`src/rtl/polser_pkg.sv`:
```
package polser_pkg;
  localparam int WORD_W = 24;
  localparam int MODE_W = 16;
  localparam int BYTE_W = 8;
  localparam int ADDR_W = 4;
  localparam int CNT_W  = $clog2(WORD_W);

  localparam logic [ADDR_W-1:0] A_STATUS = 4'd1;
  localparam logic [ADDR_W-1:0] A_DATA   = 4'd2;
  localparam logic [ADDR_W-1:0] A_MODE   = 4'd3;
  localparam logic [ADDR_W-1:0] A_FILT   = 4'd4;
  localparam logic [ADDR_W-1:0] A_DAC    = 4'd5;
  localparam logic [ADDR_W-1:0] A_OFFS   = 4'd6;
  localparam logic [ADDR_W-1:0] A_GAIN   = 4'd7;

  localparam logic [MODE_W-1:0] RST_MODE = 16'h0000;
  localparam logic [WORD_W-1:0] RST_FILT = 24'h000010;
  localparam logic [BYTE_W-1:0] RST_DAC  = 8'h00;
  localparam logic [WORD_W-1:0] RST_OFFS = 24'h800000;
  localparam logic [WORD_W-1:0] RST_GAIN = 24'h400000;

  typedef enum logic {PH_CMD, PH_DATA} phase_e;

  // control-to-datapath strobes
  typedef struct packed {
    logic              shiftIn;
    logic              launch;
    logic              loadTx;
    logic              commit;
    logic [ADDR_W-1:0] sel;
  } strobes_t;

  // data phase length in bits; zero means no data phase
  function automatic logic [CNT_W:0] fieldLen(input logic [ADDR_W-1:0] a);
    case (a)
      A_STATUS, A_DAC:                 fieldLen = (CNT_W+1)'(BYTE_W);
      A_MODE:                          fieldLen = (CNT_W+1)'(MODE_W);
      A_DATA, A_FILT, A_OFFS, A_GAIN:  fieldLen = (CNT_W+1)'(WORD_W);
      default:                         fieldLen = '0;
    endcase
  endfunction

  function automatic logic isWritable(input logic [ADDR_W-1:0] a);
    isWritable = (a >= A_MODE) && (a <= A_GAIN);
  endfunction
endpackage

```
`src/rtl/polser_sync.sv`:
```
module polser_sync #(
  parameter int STAGES = 2
) (
  input  logic clk,
  input  logic rstN,
  input  logic sclkIn,
  input  logic sdiIn,
  input  logic csNIn,
  input  logic polIn,
  output logic sdiS,
  output logic csS,
  output logic capEdge,
  output logic launchEdge
);
  localparam int NSIG = 4;
  // bit order {pol, cs, sdi, sclk}; select resets inactive
  localparam logic [NSIG-1:0] RST_VEC = 4'b0100;

  logic [NSIG-1:0] pipe [STAGES];
  logic [NSIG-1:0] rawVec;
  logic            sclkPrev;
  logic            sclkS, polS, rise, fall;

  assign rawVec = {polIn, csNIn, sdiIn, sclkIn};

  generate
    for (genvar s = 0; s < STAGES; s++) begin : g_stage
      always_ff @(posedge clk or negedge rstN) begin
        if (!rstN)       pipe[s] <= RST_VEC;
        else if (s == 0) pipe[s] <= rawVec;
        else             pipe[s] <= pipe[(s == 0) ? 0 : s-1];
      end
    end
  endgenerate

  assign sclkS = pipe[STAGES-1][0];
  assign sdiS  = pipe[STAGES-1][1];
  assign csS   = pipe[STAGES-1][2];
  assign polS  = pipe[STAGES-1][3];

  always_ff @(posedge clk or negedge rstN) begin
    if (!rstN) sclkPrev <= 1'b0;
    else       sclkPrev <= sclkS;
  end

  assign rise       = sclkS & ~sclkPrev;
  assign fall       = ~sclkS & sclkPrev;
  assign capEdge    = polS ? rise : fall;
  assign launchEdge = polS ? fall : rise;
endmodule

```
`src/rtl/polser_ctrl.sv`:
```
module polser_ctrl
  import polser_pkg::*;
(
  input  logic              clk,
  input  logic              rstN,
  input  logic              capEdge,
  input  logic              launchEdge,
  input  logic              csS,
  input  logic              sdiS,
  input  logic [3:0]        cmdBits,
  output strobes_t          stb,
  output phase_e            phaseOut,
  output logic [CNT_W-1:0]  bitCntOut
);
  phase_e            phase;
  logic [CNT_W-1:0]  bitCnt;
  logic [CNT_W:0]    len;
  logic [ADDR_W-1:0] addr, cmdAddr;
  logic              rdFlag, cmdRd, endCmd, endData;

  assign cmdAddr = {cmdBits[2:0], sdiS};
  assign cmdRd   = cmdBits[3];
  assign endCmd  = (phase == PH_CMD) && (bitCnt == CNT_W'(BYTE_W-1));
  assign endData = (phase == PH_DATA) && ({1'b0, bitCnt} == len - 1'b1);

  always_comb begin
    stb         = '0;
    stb.shiftIn = capEdge & ~csS;
    stb.launch  = launchEdge & ~csS & (phase == PH_DATA) & rdFlag;
    stb.loadTx  = capEdge & ~csS & endCmd;
    stb.commit  = capEdge & ~csS & endData & ~rdFlag & isWritable(addr);
    stb.sel     = (phase == PH_CMD) ? cmdAddr : addr;
  end

  always_ff @(posedge clk or negedge rstN) begin
    if (!rstN) begin
      phase  <= PH_CMD;
      bitCnt <= '0;
      addr   <= '0;
      rdFlag <= 1'b0;
      len    <= '0;
    end else if (csS) begin
      phase  <= PH_CMD;
      bitCnt <= '0;
    end else if (capEdge) begin
      if (endCmd) begin
        bitCnt <= '0;
        addr   <= cmdAddr;
        rdFlag <= cmdRd;
        len    <= fieldLen(cmdAddr);
        phase  <= (fieldLen(cmdAddr) == '0) ? PH_CMD : PH_DATA;
      end else if (endData) begin
        bitCnt <= '0;
        phase  <= PH_CMD;
      end else begin
        bitCnt <= bitCnt + 1'b1;
      end
    end
  end

  assign phaseOut  = phase;
  assign bitCntOut = bitCnt;
endmodule

```
`src/rtl/polser_dp.sv`:
```
module polser_dp
  import polser_pkg::*;
(
  input  logic              clk,
  input  logic              rstN,
  input  strobes_t          stb,
  input  logic              sdiS,
  input  logic [BYTE_W-1:0] statusIn,
  input  logic [WORD_W-1:0] dataIn,
  output logic [3:0]        cmdBits,
  output logic              sdoOut,
  output logic [MODE_W-1:0] modeReg,
  output logic [WORD_W-1:0] filtReg,
  output logic [BYTE_W-1:0] dacReg,
  output logic [WORD_W-1:0] offsReg,
  output logic [WORD_W-1:0] gainReg
);
  logic [WORD_W-2:0] rxShift;
  logic [WORD_W-1:0] wordNext, txShift, rdVal;
  logic              sdoR;

  assign wordNext = {rxShift, sdiS};
  // read flag sits seven bits back, address low bits three back
  assign cmdBits  = {rxShift[BYTE_W-2], rxShift[2:0]};

  // read values left-aligned so the MSB always leaves first
  always_comb begin
    case (stb.sel)
      A_STATUS: rdVal = {statusIn, {(WORD_W-BYTE_W){1'b0}}};
      A_DATA:   rdVal = dataIn;
      A_MODE:   rdVal = {modeReg, {(WORD_W-MODE_W){1'b0}}};
      A_FILT:   rdVal = filtReg;
      A_DAC:    rdVal = {dacReg, {(WORD_W-BYTE_W){1'b0}}};
      A_OFFS:   rdVal = offsReg;
      A_GAIN:   rdVal = gainReg;
      default:  rdVal = '0;
    endcase
  end

  always_ff @(posedge clk or negedge rstN) begin
    if (!rstN) begin
      rxShift <= '0;
      txShift <= '0;
      sdoR    <= 1'b0;
    end else begin
      if (stb.shiftIn) rxShift <= wordNext[WORD_W-2:0];
      if (stb.loadTx) begin
        txShift <= rdVal;
      end else if (stb.launch) begin
        sdoR    <= txShift[WORD_W-1];
        txShift <= {txShift[WORD_W-2:0], 1'b0};
      end
    end
  end

  always_ff @(posedge clk or negedge rstN) begin
    if (!rstN) begin
      modeReg <= RST_MODE;
      filtReg <= RST_FILT;
      dacReg  <= RST_DAC;
      offsReg <= RST_OFFS;
      gainReg <= RST_GAIN;
    end else if (stb.commit) begin
      case (stb.sel)
        A_MODE:  modeReg <= wordNext[MODE_W-1:0];
        A_FILT:  filtReg <= wordNext;
        A_DAC:   dacReg  <= wordNext[BYTE_W-1:0];
        A_OFFS:  offsReg <= wordNext;
        A_GAIN:  gainReg <= wordNext;
        default: ;
      endcase
    end
  end

  assign sdoOut = sdoR;
endmodule

```
`src/rtl/polser_port.sv`:
```
module polser_port
  import polser_pkg::*;
(
  input  logic              clk,
  input  logic              rstN,
  input  logic              sclkIn,
  input  logic              sdiIn,
  input  logic              csN,
  input  logic              polSel,
  input  logic [BYTE_W-1:0] statusIn,
  input  logic [WORD_W-1:0] dataIn,
  output logic              sdoOut,
  output logic              sdoEn,
  output logic [MODE_W-1:0] modeReg,
  output logic [WORD_W-1:0] filtReg,
  output logic [BYTE_W-1:0] dacReg,
  output logic [WORD_W-1:0] offsReg,
  output logic [WORD_W-1:0] gainReg
);
  logic             sdiS, csS, capEdge, launchEdge;
  logic [3:0]       cmdBits;
  strobes_t         stb;
  phase_e           ctrlPhase;
  logic [CNT_W-1:0] ctrlBits;

  polser_sync #(.STAGES(2)) u_sync (
    .clk(clk), .rstN(rstN), .sclkIn(sclkIn), .sdiIn(sdiIn), .csNIn(csN),
    .polIn(polSel), .sdiS(sdiS), .csS(csS), .capEdge(capEdge),
    .launchEdge(launchEdge)
  );

  polser_ctrl u_ctrl (
    .clk(clk), .rstN(rstN), .capEdge(capEdge), .launchEdge(launchEdge),
    .csS(csS), .sdiS(sdiS), .cmdBits(cmdBits), .stb(stb),
    .phaseOut(ctrlPhase), .bitCntOut(ctrlBits)
  );

  polser_dp u_dp (
    .clk(clk), .rstN(rstN), .stb(stb), .sdiS(sdiS), .statusIn(statusIn),
    .dataIn(dataIn), .cmdBits(cmdBits), .sdoOut(sdoOut), .modeReg(modeReg),
    .filtReg(filtReg), .dacReg(dacReg), .offsReg(offsReg), .gainReg(gainReg)
  );

  assign sdoEn = ~csS;
endmodule

```
`config.mk`:
```
export PLATFORM = sky130hd
export DESIGN_NAME = polser_port
export DESIGN_NICKNAME = d
export VERILOG_FILES = /design/src/rtl/polser_pkg.sv /design/src/rtl/polser_sync.sv /design/src/rtl/polser_ctrl.sv /design/src/rtl/polser_dp.sv /design/src/rtl/polser_port.sv
export SDC_FILE = /design/constraint.sdc
export NUM_CORES = 1
export LEC_CHECK = 0
export ABC_AREA = 1
export CAP_MARGIN = 20
export CORE_ASPECT_RATIO = 0.8
export CORE_MARGIN = 8
export CORE_UTILIZATION = 59
export CTS_BUF_LIST = sky130_fd_sc_hd__clkbuf_4
export DETAILED_ROUTE_END_ITERATION = 6
export PLACE_DENSITY_LB_ADDON = 0.1
export SYNTH_ARGS = -nofsm -noshare
export SYNTH_HDL_FRONTEND = slang
export SYNTH_SLANG_ARGS = --single-unit
```
`constraint.sdc`:
```
create_clock -name clk -period 4.2 [get_ports clk]
set_input_delay 0.84 -clock clk [delete_from_list [all_inputs] [get_ports clk]]
set_output_delay 0.84 -clock clk [all_outputs]
set_load 0.05 [all_outputs]
```
* Yosys cells after proc, flatten, opt, wreduce, memory -nomap -nowiden
Index checks and enable logic that the tools add are counted.
** Storage, ports and cells
- Register bits :: 170
- Output and inout port bits :: 98
- Word-level logic and storage cells :: 88
- Input bits :: 38
** Cells by class
- $add $sub $neg :: 2
- Mux-type cells :: 19
- Bitwise logic cells :: 16
- Equal/unequal tests :: 16
- Magnitude comparators :: 2
- Reductions and logical operators :: 17
** Operators by type and width (number)
- $pmux W24 S7 :: 1
- $mux W24 :: 2
- $eq A4 B3 Y1 const B :: 8
- $mux W5 :: 4
- $mux W6 :: 3
- $eq A4 B2 Y1 const B :: 4
- $pmux W5 S3 :: 1
- $reduce_and A2 Y1 :: 7
- $and A1 B1 Y1 :: 10
- $eq A4 B1 Y1 const B :: 2
- $mux W1 :: 7
- $eq A5 B6 Y1 :: 1
- $logic_not A6 Y1 :: 1
- $not A1 Y1 :: 6
- $sub A6 B1 Y6 const B :: 1
- $add A5 B1 Y5 const B :: 1
- $eq A5 B3 Y1 const B :: 1
- $ge A4 B2 Y1 const B :: 1
- $le A4 B3 Y1 const B :: 1
- $mux W4 :: 1
- $reduce_bool A2 Y1 :: 2
- $reduce_or A4 Y1 :: 1
- $logic_and A1 B1 Y1 :: 3
- $reduce_and A3 Y1 :: 1
- other kinds (2) :: 2

* Logic depth before layout (Yosys ltp)
- Depth in word-level cells :: 11
- Mapped depth :: 15
- Mapped depth without buffers :: 13

* Hierarchy
Synthesis repeated with hierarchy kept, for this count alone.
** Unflattened totals
- Cells, all modules :: 908
- Area, all modules :: 7542.2 µm²
** Modules (own cells, without submodules)
- polser_dp :: instances 1, seq. area each 3607.2 µm², cells an instance 786, area each 6477.5 µm²
- polser_ctrl :: instances 1, seq. area each 325.3 µm², cells an instance 103, area each 794.5 µm²
- polser_sync :: instances 1, seq. area each 227.7 µm², cells an instance 18, area each 266.5 µm²
- polser_port :: instances 1, seq. area each 0.0 µm², cells an instance 1, area each 3.8 µm²

* Least setup slack after synthesis
OpenSTA, ideal clock, no wires.
- Path type :: register to register
- From :: register u_ctrl.len[3]
- To :: register u_dp.offsReg[18]
- Required time :: 4.070 ns
- Setup time :: 0.130 ns
- Buffers on the path :: 2
- Stages on the path, launching flop included :: 12
- Path slack :: 2.282 ns
- Period minus slack after synthesis :: 1.918 ns
- Data arrival time :: 1.787 ns
- Path through :: dfrtp_1 -> inv_1 -> ha_1 -> inv_1 -> nand2_1 -> nand3_1 -> a211oi_4 -> nand3_1 -> buf_2 -> buf_6 -> nand2_1 -> o21ai_1
** Between the ends
- Cells in the longest elaborated chain, start to end :: 7
** Ends and longest elaborated chain
- start: declaration :: line polser_ctrl.sv:17 : logic [CNT_W:0] len;
- start signal: assignment :: line polser_ctrl.sv:50 : len <= fieldLen(cmdAddr);
- $sub A6 B1 Y6 :: line polser_ctrl.sv:24 : assign endData = (phase == PH_DATA) && ({1'b0, bitCnt} == len - 1'b1);
- $eq A5 B6 Y1 :: line polser_ctrl.sv:24
- $logic_and A1 B1 Y1 :: line polser_ctrl.sv:24
- $and A1 B1 Y1 (3 in a row) :: line polser_ctrl.sv:31 : stb.commit = capEdge & ~csS & endData & ~rdFlag & isWritable(addr);
- $reduce_and A2 Y1 (no source line)
- end signal: assignment :: line polser_dp.sv:68 : A_OFFS: offsReg <= wordNext;
- end: declaration :: line polser_dp.sv:15 : output logic [WORD_W-1:0] offsReg,
No other way between the ends.
A chain may end at the register's enable or synchronous reset.

* Worst setup path in the final report
- From :: register u_ctrl.phase, in the netlist u_ctrl.phaseOut
- To :: register u_dp.gainReg[17]
** Between the ends
- Cells in the longest elaborated chain, start to end :: 5
- Elaborated cells between the ends (all ways) :: 7
- Those cells by class :: 1 x eq/ne; 1 x mux; 3 x bitwise; 2 x reduce/logical
** Ends and longest elaborated chain
- start: declaration :: line polser_ctrl.sv:15 : phase_e phase;
- start signal: assignment :: line polser_ctrl.sv:51 : phase <= (fieldLen(cmdAddr) == '0) ? PH_CMD : PH_DATA;
- $logic_and A1 B1 Y1 :: line polser_ctrl.sv:24
- $and A1 B1 Y1 (3 in a row) :: line polser_ctrl.sv:31
- $reduce_and A2 Y1 (no source line) (*)
- end signal: assignment :: line polser_dp.sv:69 : A_GAIN: gainReg <= wordNext;
- end: declaration :: line polser_dp.sv:16 : output logic [WORD_W-1:0] gainReg
Every way passes the cells marked *; elsewhere a longest branch is shown, timed or not.

==> results.md <==
- Outcome: finished, final reports clean
- Critical path buffers and inverters: 3
- Layout Skew: 18.8 ps
- Gp weighted congestion: 0.855
- Largest net degree at the start of global routing: 79
- Max stage delay on crit path: 580 ps
- Final hold slack: 297 ps
- CP max stage cell: dfrtp_1
- Pre-CTS setup slack: 1420 ps
- CTS tree: done
- Vias: 6779
- DRC viols: 0
- Max H-tree Level: 4
- CTS Buf Count: 17
- PwrDens: 315 nW/um^2
- Placed insts: 1180
- ANT nets after route: 0
- WS Path Type: flop to flop
- Post-Synth Simple-Gate Area: 0.254
- Final net count: 1064
- Initial Util: 0.597
- CP endpoint kind: flop
- Peak VDD IR: 0.287 mV
- Die W: 143 um
- Vias/cell: 5.59
- Post-route insts no fill: 1213
- DR pass1 iterations: 6
- Fin util: 0.727
- Period minus WS final: 2850 ps
- Main combinational cell family by area after synthesis: simple AND/OR/NAND/NOR gates
- Syn_nets: 943
- Layout cells sized above 1: 0.0820
- Syn Inst Count: 903
- Post-CTS Setup Bufs: 0
- Adder and majority gate portion of the synthesized area: 0.00330
- Setup Total Neg Slack: 0 ps
- Slew @ Worst Pin: 710 ps
- Row count: 37
- CTS clk-pin slew, worst paths: 130 ps
- Mux cell area share after synthesis: 0.00132
- Post-route cell area: 9220 um^2
- Resize count post-CTS: 0
- Overall power: 2.90 mW
- Crit path top cell by count: nand2_1
- Vias in the first global route: 6295
- Final setup viols: 0
- Most frequent cells in the layout: nand2_1, dfrtp_1, clkdlybuf4s50_1, o21ai_1, nand3_1
- P_leak: 4.13 nW
- Compound-gate portion of the synthesized area: 0.119
- Die area: 16700 um^2
- Clk buf depth: 2
- RSZ-0062 raised after global routing: false
- Seq/Total Area, Yosys: 0.549
- TritonCTS Sinks: 166
- Dpl cell area: 8960 um^2
- Reg2reg start: u_ctrl.phaseOut$_DFFE_PN0P_
- Placeable Area: 12700 um^2
- Gr ovfl total: 0
- Slew Viols, Final: 0
- Required time of the critical path: 4660 ps
- Max Cap Viol: 0
- Final Cycle Share: 0.679
- First-pass GRT wire length: 34200 um
- Layout area overhead: 21.8%
- Initial antenna violation count: 2
- CP startpoint: u_ctrl.phaseOut$_DFFE_PN0P_
- Final wirelength: 21700 um
- Relative slew margins: 0.527
- Mapped cell area: 7580 um^2
- CP startpoint kind: flop
- Final HPWL DP: 15200 um
- Fin worst setup slack: 1350 ps
- FF+latch count, synth: 166
- Critical-path cell list: inv_4 -> nand2_2 -> nand2_4 -> nor2_4 -> nand2_1 -> inv_2 -> nand3_2 -> buf_4 -> nand2_1 -> o21ai_1
- Fmax: 351 MHz
- Fillers: 1038
- Tot GR Track Use: 0.262
- Ports: 136
- Clk root buf: clkbuf_4
- Worst-Skew Late Latency: 570 ps
- Max Fanout on Critical Path: 34
- CP delay by family, top: simple AND/OR/NAND/NOR gates
- Post-Syn Area per Cell: 8.39 um^2
- Min-delay worst type: input pin to async pin
- Port buffer count: 135
- Final Hold Vio Count: 0
- Arrival time at the worst endpoint: 3310 ps
- Warnings, synthesis: 0
- Die Y: 117 um
- CTS Hold Buffers Added: 0
- XOR/XNOR share of the synthesized area: 0.00347
- WL per Instance: 17.9 um
- Most common cell after layout, fill and taps aside: nand2_1
- Synth unique cells: 35
- Initial DRC Count: 807
metal layers:
layer  vias to the layer above  global-route usage  share of wire
met5                         -                   0              0
met4                         0              0.0974          0.020
met3                        38              0.0632          0.096
met2                       332               0.388           0.45
met1                      3250               0.367           0.43
li1                       3159                   -              -
logic make-up (layout without fill, tap and decap cells):
group                    after synthesis  after routing
AO/OA/AOI/OAI                        167            167
multiplexers                           1              1
adder cells (fa/ha/maj)                2              2
AND/OR/NAND/NOR                      456            456
buffers and inverters                108            241
other                                  0              2
flip-flops                           166            166
XOR/XNOR                               3              3
cells in the mapped netlist:
cell type	n	share of area
buf_4	6	0.0059
inv_4	1	0.00083
inv_1	54	0.027
nor2_1	21	0.010
nand2_1	343	0.17
o21ai_2	8	0.0092
a21oi_1	9	0.0059
nor2_4	6	0.0089
a32o_1	1	0.0013
ha_1	2	0.0033
xnor2_1	1	0.0012
buf_6	10	0.015
nand2_4	1	0.0015
nand4_1	5	0.0041
o21bai_1	1	0.00099
a211oi_4	1	0.0026
dfstp_2	5	0.017
inv_2	11	0.0055
nand3_1	60	0.040
o211ai_1	1	0.00099
buf_2	15	0.0099
nor3_4	1	0.0021
and3_1	6	0.0050
o21ai_0	40	0.026
clkbuf_1	11	0.0055
o21ai_1	96	0.063
dfrtp_1	161	0.53
nor3_1	1	0.00066
nand2_2	6	0.0050
nor2_2	2	0.0017
mux2i_1	1	0.0013
xor2_1	2	0.0023
a211oi_1	1	0.00099
o22ai_1	9	0.0074
nand3_2	4	0.0053
registers in the layout (all words and copies together), names as in the netlist, 2 cells and up:
name / cells
u_dp.filtReg: 24
u_sync.pipe: 6
u_dp.gainReg: 24
u_ctrl.len: 2
u_dp.offsReg: 24
u_dp.modeReg: 16
u_dp.rxShift: 23
u_ctrl.addr: 4
u_dp.txShift: 24
u_dp.dacReg: 8
u_ctrl.bitCntOut: 5
cell type report:
type | instances | area [um^2] | share of cell area
Sequential cell | 166 | 4160 | 0.451
Antenna cell | 2 | 5.00 | 0.000543
Clock inverter | 11 | 110 | 0.0119
Tap cell | 175 | 219 | 0.0237
Clock buffer | 20 | 150 | 0.0163
Timing Repair Buffer | 144 | 1430 | 0.155
Inverter | 66 | 250 | 0.0271
Multi-Input combinational cell | 629 | 2900 | 0.314
path summary, 6_finish.rpt:
path                                                     end  slack, ps  depth (start not counted)
worst max register to register  u_dp.gainReg[17]$_DFFE_PN0P_       1350                         10
worst min-delay path             u_dp.rxShift[1]$_DFFE_PN0P_        300                          1
worst min register to register      u_sync.pipe[3]$_DFF_PN0_        360                          0
max in group asynchronous        u_dp.filtReg[4]$_DFFE_PN1P_       3030                          2
worst max-delay path            u_dp.gainReg[17]$_DFFE_PN0P_       1350                         10
min in group clk                    u_sync.pipe[3]$_DFF_PN0_        360                          0
power by group:
part / internal, mW / switching (mW)
Sequential: 1.63 / 0.0196
Clock: 0.361 / 0.538
Combinational: 0.0905 / 0.266
worst reg2reg max path: stages, from the launching register on:
cell and delay (ps):
dfrtp_1 580, inv_4 110, nand2_2 100, nand2_4 80, nor2_4 440, nand2_1 130
inv_2 330, nand3_2 380, buf_4 400, nand2_1 120, o21ai_1 70
Power figures use the tool's default switching activity.
